==> config.mk <==
export PLATFORM = sky130hd
export DESIGN_NAME = rdec_top
export DESIGN_NICKNAME = d
export VERILOG_FILES = /design/src/rtl/rdec_pkg.sv /design/src/rtl/rdec_field_split.sv /design/src/rtl/rdec_op_classify.sv /design/src/rtl/rdec_ctrl_gen.sv /design/src/rtl/rdec_top.sv
export SDC_FILE = /design/constraint.sdc
export NUM_CORES = 1
export LEC_CHECK = 0
export ABC_CLOCK_PERIOD_IN_PS = 2120
export BUFFER_PORTS_ARGS = -buffer_cell sky130_fd_sc_hd__buf_2
export CORE_MARGIN = 3
export CORE_UTILIZATION = 36
export DETAILED_ROUTE_END_ITERATION = 8
export PLACE_DENSITY = 0.9
export SLEW_MARGIN = 5
export SYNTH_ARGS = -nofsm -noshare
export SYNTH_HDL_FRONTEND = slang
export SYNTH_SLANG_ARGS = --single-unit
==> constraint.sdc <==
create_clock -name vclk -period 2.12
set_input_delay 0.106 -clock vclk [all_inputs]
set_output_delay 0.106 -clock vclk [all_outputs]
set_load 0.01 [all_outputs]
==> src/rtl/rdec_pkg.sv <==
// Shared opcode encodings, group codes and the control bundle used by the
// instruction decoder. Assumes a 6-bit opcode whose top 3 bits give the group.
package rdec_pkg;

    localparam int OPC_W = 6;
    localparam int GRP_W = 3;

    typedef enum logic [OPC_W-1:0] {
        OP_ADD  = 6'o00, OP_SUB  = 6'o01, OP_MUL  = 6'o02,
        OP_DIV  = 6'o03, OP_REM  = 6'o04,
        OP_AND  = 6'o10, OP_OR   = 6'o11,
        OP_CMP  = 6'o20, OP_SEQ  = 6'o21, OP_SNE  = 6'o22,
        OP_SLT  = 6'o23, OP_SLE  = 6'o24, OP_SGE  = 6'o25,
        OP_SGT  = 6'o26,
        OP_MOVI = 6'o30, OP_LOAD = 6'o31, OP_STOR = 6'o32,
        OP_PUSH = 6'o33, OP_POP  = 6'o34,
        OP_BRZ  = 6'o40, OP_JUMP = 6'o41, OP_CALL = 6'o42,
        OP_RETN = 6'o43,
        OP_TRAP = 6'o70
    } rdec_op_e;

    typedef enum logic [GRP_W-1:0] {
        GRP_ARITH = 3'o0,
        GRP_LOGIC = 3'o1,
        GRP_COND  = 3'o2,
        GRP_DATA  = 3'o3,
        GRP_FLOW  = 3'o4,
        GRP_MISC  = 3'o7
    } rdec_grp_e;

    typedef struct packed {
        logic reg_we;
        logic wsel_b;
        logic mem_rd;
        logic mem_wr;
        logic stk_push;
        logic stk_pop;
        logic br_cond;
        logic jmp;
        logic call;
        logic ret;
        logic sys;
    } rdec_ctrl_t;

endpackage

==> src/rtl/rdec_field_split.sv <==
// Field extraction: pulls the three register indices and the sign-extended
// immediate out of the instruction word. Assumes the register fields sit
// directly below the opcode, packed back to back, and the immediate is the
// low IMM_W bits.
module rdec_field_split #(
    parameter int INSN_W = 32,
    parameter int XLEN   = 32,
    parameter int REG_W  = 5,
    parameter int IMM_W  = 16
) (
    input  logic [INSN_W-1:0] insn,
    output logic [REG_W-1:0]  ra_idx,
    output logic [REG_W-1:0]  rb_idx,
    output logic [REG_W-1:0]  rc_idx,
    output logic [XLEN-1:0]   imm
);
    localparam int NFIELD = 3;
    localparam int TOP    = INSN_W - rdec_pkg::OPC_W;
    localparam int EXT_W  = XLEN - IMM_W;

    logic [NFIELD-1:0][REG_W-1:0] fld;

    // One slice per register field, counted down from just below the opcode.
    for (genvar i = 0; i < NFIELD; i++) begin : g_fld
        localparam int LSB = TOP - (i + 1) * REG_W;
        assign fld[i] = insn[LSB +: REG_W];
    end

    assign ra_idx = fld[0];
    assign rb_idx = fld[1];
    assign rc_idx = fld[2];

    // Replicate the immediate's top bit into the upper part of the word.
    always_comb begin
        imm = {{EXT_W{insn[IMM_W-1]}}, insn[IMM_W-1:0]};
    end

endmodule

==> src/rtl/rdec_op_classify.sv <==
// Opcode classification: reports whether the opcode is one of the defined
// encodings. Assumes the opcode is given already extracted.
module rdec_op_classify (
    input  logic [rdec_pkg::OPC_W-1:0] opcode,
    output logic                       legal
);
    import rdec_pkg::*;

    // Match the opcode against the defined set.
    always_comb begin
        case (opcode)
            OP_ADD, OP_SUB, OP_MUL, OP_DIV, OP_REM,
            OP_AND, OP_OR,
            OP_CMP, OP_SEQ, OP_SNE, OP_SLT, OP_SLE, OP_SGE, OP_SGT,
            OP_MOVI, OP_LOAD, OP_STOR, OP_PUSH, OP_POP,
            OP_BRZ, OP_JUMP, OP_CALL, OP_RETN,
            OP_TRAP:  legal = 1'b1;
            default:  legal = 1'b0;
        endcase
    end

endmodule

==> src/rtl/rdec_ctrl_gen.sv <==
// Control generation: maps a defined opcode to its strobe bundle. Assumes
// the legal input comes from the classifier; an undefined opcode gives an
// all-zero bundle.
module rdec_ctrl_gen (
    input  logic [rdec_pkg::OPC_W-1:0] opcode,
    input  logic                       legal,
    output rdec_pkg::rdec_ctrl_t       ctrl
);
    import rdec_pkg::*;

    rdec_ctrl_t raw;

    // Per-opcode strobe table.
    always_comb begin
        raw = '0;
        case (opcode)
            OP_ADD, OP_SUB, OP_MUL, OP_DIV, OP_REM,
            OP_AND, OP_OR,
            OP_SEQ, OP_SNE, OP_SLT, OP_SLE, OP_SGE, OP_SGT,
            OP_MOVI:  raw.reg_we = 1'b1;
            OP_LOAD: begin
                raw.reg_we = 1'b1;
                raw.wsel_b = 1'b1;
                raw.mem_rd = 1'b1;
            end
            OP_STOR:  raw.mem_wr = 1'b1;
            OP_PUSH: begin
                raw.mem_wr   = 1'b1;
                raw.stk_push = 1'b1;
            end
            OP_POP: begin
                raw.reg_we  = 1'b1;
                raw.mem_rd  = 1'b1;
                raw.stk_pop = 1'b1;
            end
            OP_BRZ:   raw.br_cond = 1'b1;
            OP_JUMP:  raw.jmp = 1'b1;
            OP_CALL: begin
                raw.call     = 1'b1;
                raw.mem_wr   = 1'b1;
                raw.stk_push = 1'b1;
            end
            OP_RETN: begin
                raw.ret     = 1'b1;
                raw.mem_rd  = 1'b1;
                raw.stk_pop = 1'b1;
            end
            OP_TRAP:  raw.sys = 1'b1;
            default:  raw = '0;
        endcase
    end

    // Silence every strobe for an undefined opcode.
    always_comb begin
        ctrl = legal ? raw : '0;
    end

endmodule

==> src/rtl/rdec_top.sv <==
// Instruction decoder top: splits a fixed-width instruction into opcode,
// group, register indices and immediate, and drives the execute-stage
// strobes. Purely combinational; assumes the caller registers the word.
module rdec_top #(
    parameter int INSN_W = 32,
    parameter int XLEN   = 32,
    parameter int REG_W  = 5,
    parameter int IMM_W  = 16
) (
    input  logic [INSN_W-1:0]          insn,
    output logic [rdec_pkg::OPC_W-1:0] opcode,
    output logic [rdec_pkg::GRP_W-1:0] group,
    output logic [REG_W-1:0]           ra_idx,
    output logic [REG_W-1:0]           rb_idx,
    output logic [REG_W-1:0]           rc_idx,
    output logic [XLEN-1:0]            imm,
    output logic                       reg_we,
    output logic [REG_W-1:0]           wr_idx,
    output logic                       mem_rd,
    output logic                       mem_wr,
    output logic                       stk_push,
    output logic                       stk_pop,
    output logic                       br_cond,
    output logic                       jmp,
    output logic                       call,
    output logic                       ret,
    output logic                       sys,
    output logic                       illegal
);
    import rdec_pkg::*;

    localparam int OPC_LSB = INSN_W - OPC_W;

    logic       legal;
    rdec_ctrl_t ctrl;

    assign opcode = insn[INSN_W-1:OPC_LSB];
    assign group  = opcode[OPC_W-1 -: GRP_W];

    rdec_field_split #(
        .INSN_W (INSN_W),
        .XLEN   (XLEN),
        .REG_W  (REG_W),
        .IMM_W  (IMM_W)
    ) split_i (
        .insn   (insn),
        .ra_idx (ra_idx),
        .rb_idx (rb_idx),
        .rc_idx (rc_idx),
        .imm    (imm)
    );

    rdec_op_classify class_i (
        .opcode (opcode),
        .legal  (legal)
    );

    rdec_ctrl_gen ctrl_i (
        .opcode (opcode),
        .legal  (legal),
        .ctrl   (ctrl)
    );

    // Fan the control bundle out to the individual strobe ports.
    always_comb begin
        illegal  = ~legal;
        reg_we   = ctrl.reg_we;
        mem_rd   = ctrl.mem_rd;
        mem_wr   = ctrl.mem_wr;
        stk_push = ctrl.stk_push;
        stk_pop  = ctrl.stk_pop;
        br_cond  = ctrl.br_cond;
        jmp      = ctrl.jmp;
        call     = ctrl.call;
        ret      = ctrl.ret;
        sys      = ctrl.sys;
    end

    // Pick the destination field; zero when nothing is written.
    always_comb begin
        if (!ctrl.reg_we)     wr_idx = '0;
        else if (ctrl.wsel_b) wr_idx = rb_idx;
        else                  wr_idx = ra_idx;
    end

endmodule

==> flow_summary_export.csv <==
group,metric,value,unit
cells_and_area,synthToLayoutAreaGrowth,-20.9,%
sta,timing.slew.headroom,59.6,%
grt,groute.usage.overall,10.8,%
run,timing.max_cap.violations,0,
yosys,post_synth_num_cell_types,26,
sta,total_count_of_max_transition_violations_in_the_final_report,0,
detailed_routing,routed_wirelength,1720,µm
cells_and_area,finalInstanceArea,629,µm²
sta,setup_tns,0,ns
sta,finalHoldViolations,0,
hold_path,hold_path_startpoint,"insn[7]",
die,floorplan.die_area,2810,µm²
grt,first_global_vias,562,
cells_and_area,clockBufferCount,0,
critical_path,critical-path-slowest-cell,"sky130_fd_sc_hd__maj3_2",
power_and_ir_drop,static_leakage_power,0.317,nW
detailed_routing,per_cell_routed_wire_length,13.1,µm
clock_tree,postCtsResizedCells,0,
sta,timing.final.setup_violations,0,
detailed_routing,firstDrtPassIters,4,
critical_path,crit_path_cell_trace,"buf_2, or2_0, maj3_2, a221oi_1, buf_2",
critical_path,buffering_stage_count_on_the_worst_path_with_inverters_included,2,
sta,setup_repair_after_global_routing_missed_its_margin,"false",
power_and_ir_drop,max-vdd-ir-drop,63.2,µV
critical_path,critical-path-max-stage-delay,0.36,ns
sta,finalWorstPathRequiredPeriod,1.54,ns
sta,max_freq,650,MHz
critical_path,critPathCaptureType,"output port",
placement,routabilityCongestion,0.750,
die,floorplan.rows,16,
yosys,seq_area_frac_synth,0,%
status,status,"finished, final reports clean",
critical_path,cp-start-kind,"primary input",
cells_and_area,insertedDiodeCount,0,
critical_path,worst-endpoint-required,2.01,ns
grt,global_route.overflow_total,0,
die,floorplan.die.height,53.0,µm
yosys,mappedNetlistNets,147,
placement,port_buffers,51,
cells_and_area,final_core_util,31.1,%
critical_path,worst_path_dominant_cell_family,"buffers and inverters",
die,die_w,53.0,µm
sta,worst_slack,0.580,ns
critical_path,path_common_cell,"sky130_fd_sc_hd__buf_2",
detailed_routing,initial_drc_count,19,
hold_path,holdCritPathClass,"in2out",
sta,timing.final.crit_share,72.6,%
yosys,syn-instance-count,115,
detailed_routing,route.antenna.remaining_nets,0,
sta,slew_at_the_pin_closest_to_its_max_slew_limit,0.599,ns
cells_and_area,final_layout_size_suffix_gt1_share,51.9,%
detailed_routing,route.detailed.drc,0,
critical_path,critical_path_class,"in2out",
cells_and_area,seq_cells,0,
critical_path,crit_fanout,14,
cells_and_area,finish.net_count,138,
critical_path,timing.critical_path.to,"wr_idx[3]",
clock_tree,hold_buffer_count_at_cts,0,
grt,antenna_found_initial,0,
detailed_routing,route.detailed.vias_per_inst,5.27,
critical_path,stages_on_the_worst_setup_path,5,
critical_path,crit_path_start,"insn[29]",
grt,grt_pass1_wl,2390,µm
critical_path,arrival,1.43,ns
placement,sum_of_net_half_perimeters_after_detailed_placement,1420,µm
grt,grt_start_max_net_pins,19,
yosys,syn-cell-area,796,µm²
die,core_area,2020,µm²
die,floorplan.initialDensity,39.4,%
yosys,yosys_warnings,0,
die,io-pin-count,104,
yosys,avgSynthCellArea,6.92,µm²
placement,placed_area,629,µm²
clock_tree,cts_setup_buffers,0,
detailed_routing,vias,690,
cells_and_area,regArea,0,µm²
placement,dp_slack,0.603,ns
power_and_ir_drop,pwr_density_cell,188,nW/µm²
[report_power, final]
group / total [mW] / switching, mW / leakage [nW] / internal [mW]
combinational: 0.118 / 0.0696 / 0.317 / 0.0486
clock: 0 / 0 / 0 / 0
sequential: 0 / 0 / 0 / 0
total: 0.118 / 0.0696 / 0.317 / 0.0486
[routing by layer]
metal	part of all wire, %	vias up	track usage [%]
met4	1.9	0	2.55
met1	39	302	10.8
li1	-	322	-
met3	14	6	1.69
met2	45	60	22.5
met5	0	-	0
[cells in the final DEF, fill, tap and decap left out, types with 2 or more instances in the layout]
master                     count
sky130_fd_sc_hd__a21oi_1       4
sky130_fd_sc_hd__nor2b_1       2
sky130_fd_sc_hd__or2_1         2
sky130_fd_sc_hd__a221oi_1      5
sky130_fd_sc_hd__o21ai_0       6
sky130_fd_sc_hd__buf_2        51
sky130_fd_sc_hd__inv_1         2
sky130_fd_sc_hd__nand3_1       7
sky130_fd_sc_hd__nor2_1        4
sky130_fd_sc_hd__nand2b_1      3
sky130_fd_sc_hd__nand2_1       4
[synthesized netlist by cell type (2+ instances only)]
library cell	n	share of area (%)
sky130_fd_sc_hd__nand3_1	7	4.4
sky130_fd_sc_hd__inv_1	2	0.94
sky130_fd_sc_hd__nand2_1	4	1.9
sky130_fd_sc_hd__nor2b_1	2	1.6
sky130_fd_sc_hd__a21oi_1	4	2.5
sky130_fd_sc_hd__a221oi_1	5	5.5
sky130_fd_sc_hd__buf_2	4	2.5
sky130_fd_sc_hd__or2_1	2	1.6
sky130_fd_sc_hd__nor2_1	4	1.9
sky130_fd_sc_hd__buf_4	58	55
sky130_fd_sc_hd__o21ai_0	6	3.8
sky130_fd_sc_hd__nand2b_1	3	2.4
[worst min path at each step]
stage,to,cells past startpoint
3_3_place_gp,imm[10],0
3_5_place_dp,imm[10],0
6_report,imm[7],0
5_1_grt,imm[7],0
4_1_cts,imm[10],0
2_1_floorplan,group[0],1
[kinds of logic after synthesis]
family / after synthesis / synth area share [%]
buf+inv: 64 / 58.2
simple gates: 29 / 22.0
compound gates: 21 / 18.4
fa+ha+maj: 1 / 1.41
[area by class of cell]
| class | instances | area [µm²] |
|---|---|---|
| inverters | 2 | 7.51 |
| fillers | 225 | 1390 |
| multi-input cells | 51 | 333 |
| well taps | 27 | 33.8 |
| repair buffers | 51 | 255 |
[through the flow]
step                hold WS [ns]  instances  power, mW
finish                     0.212        131      0.118
floorplan                  0.304        115      0.163
global route               0.212        131      0.130
global placement           0.212        131      0.116
detailed placement         0.212        131      0.119
CTS                        0.212        131      0.119
(Power assumes the default switching activity.)
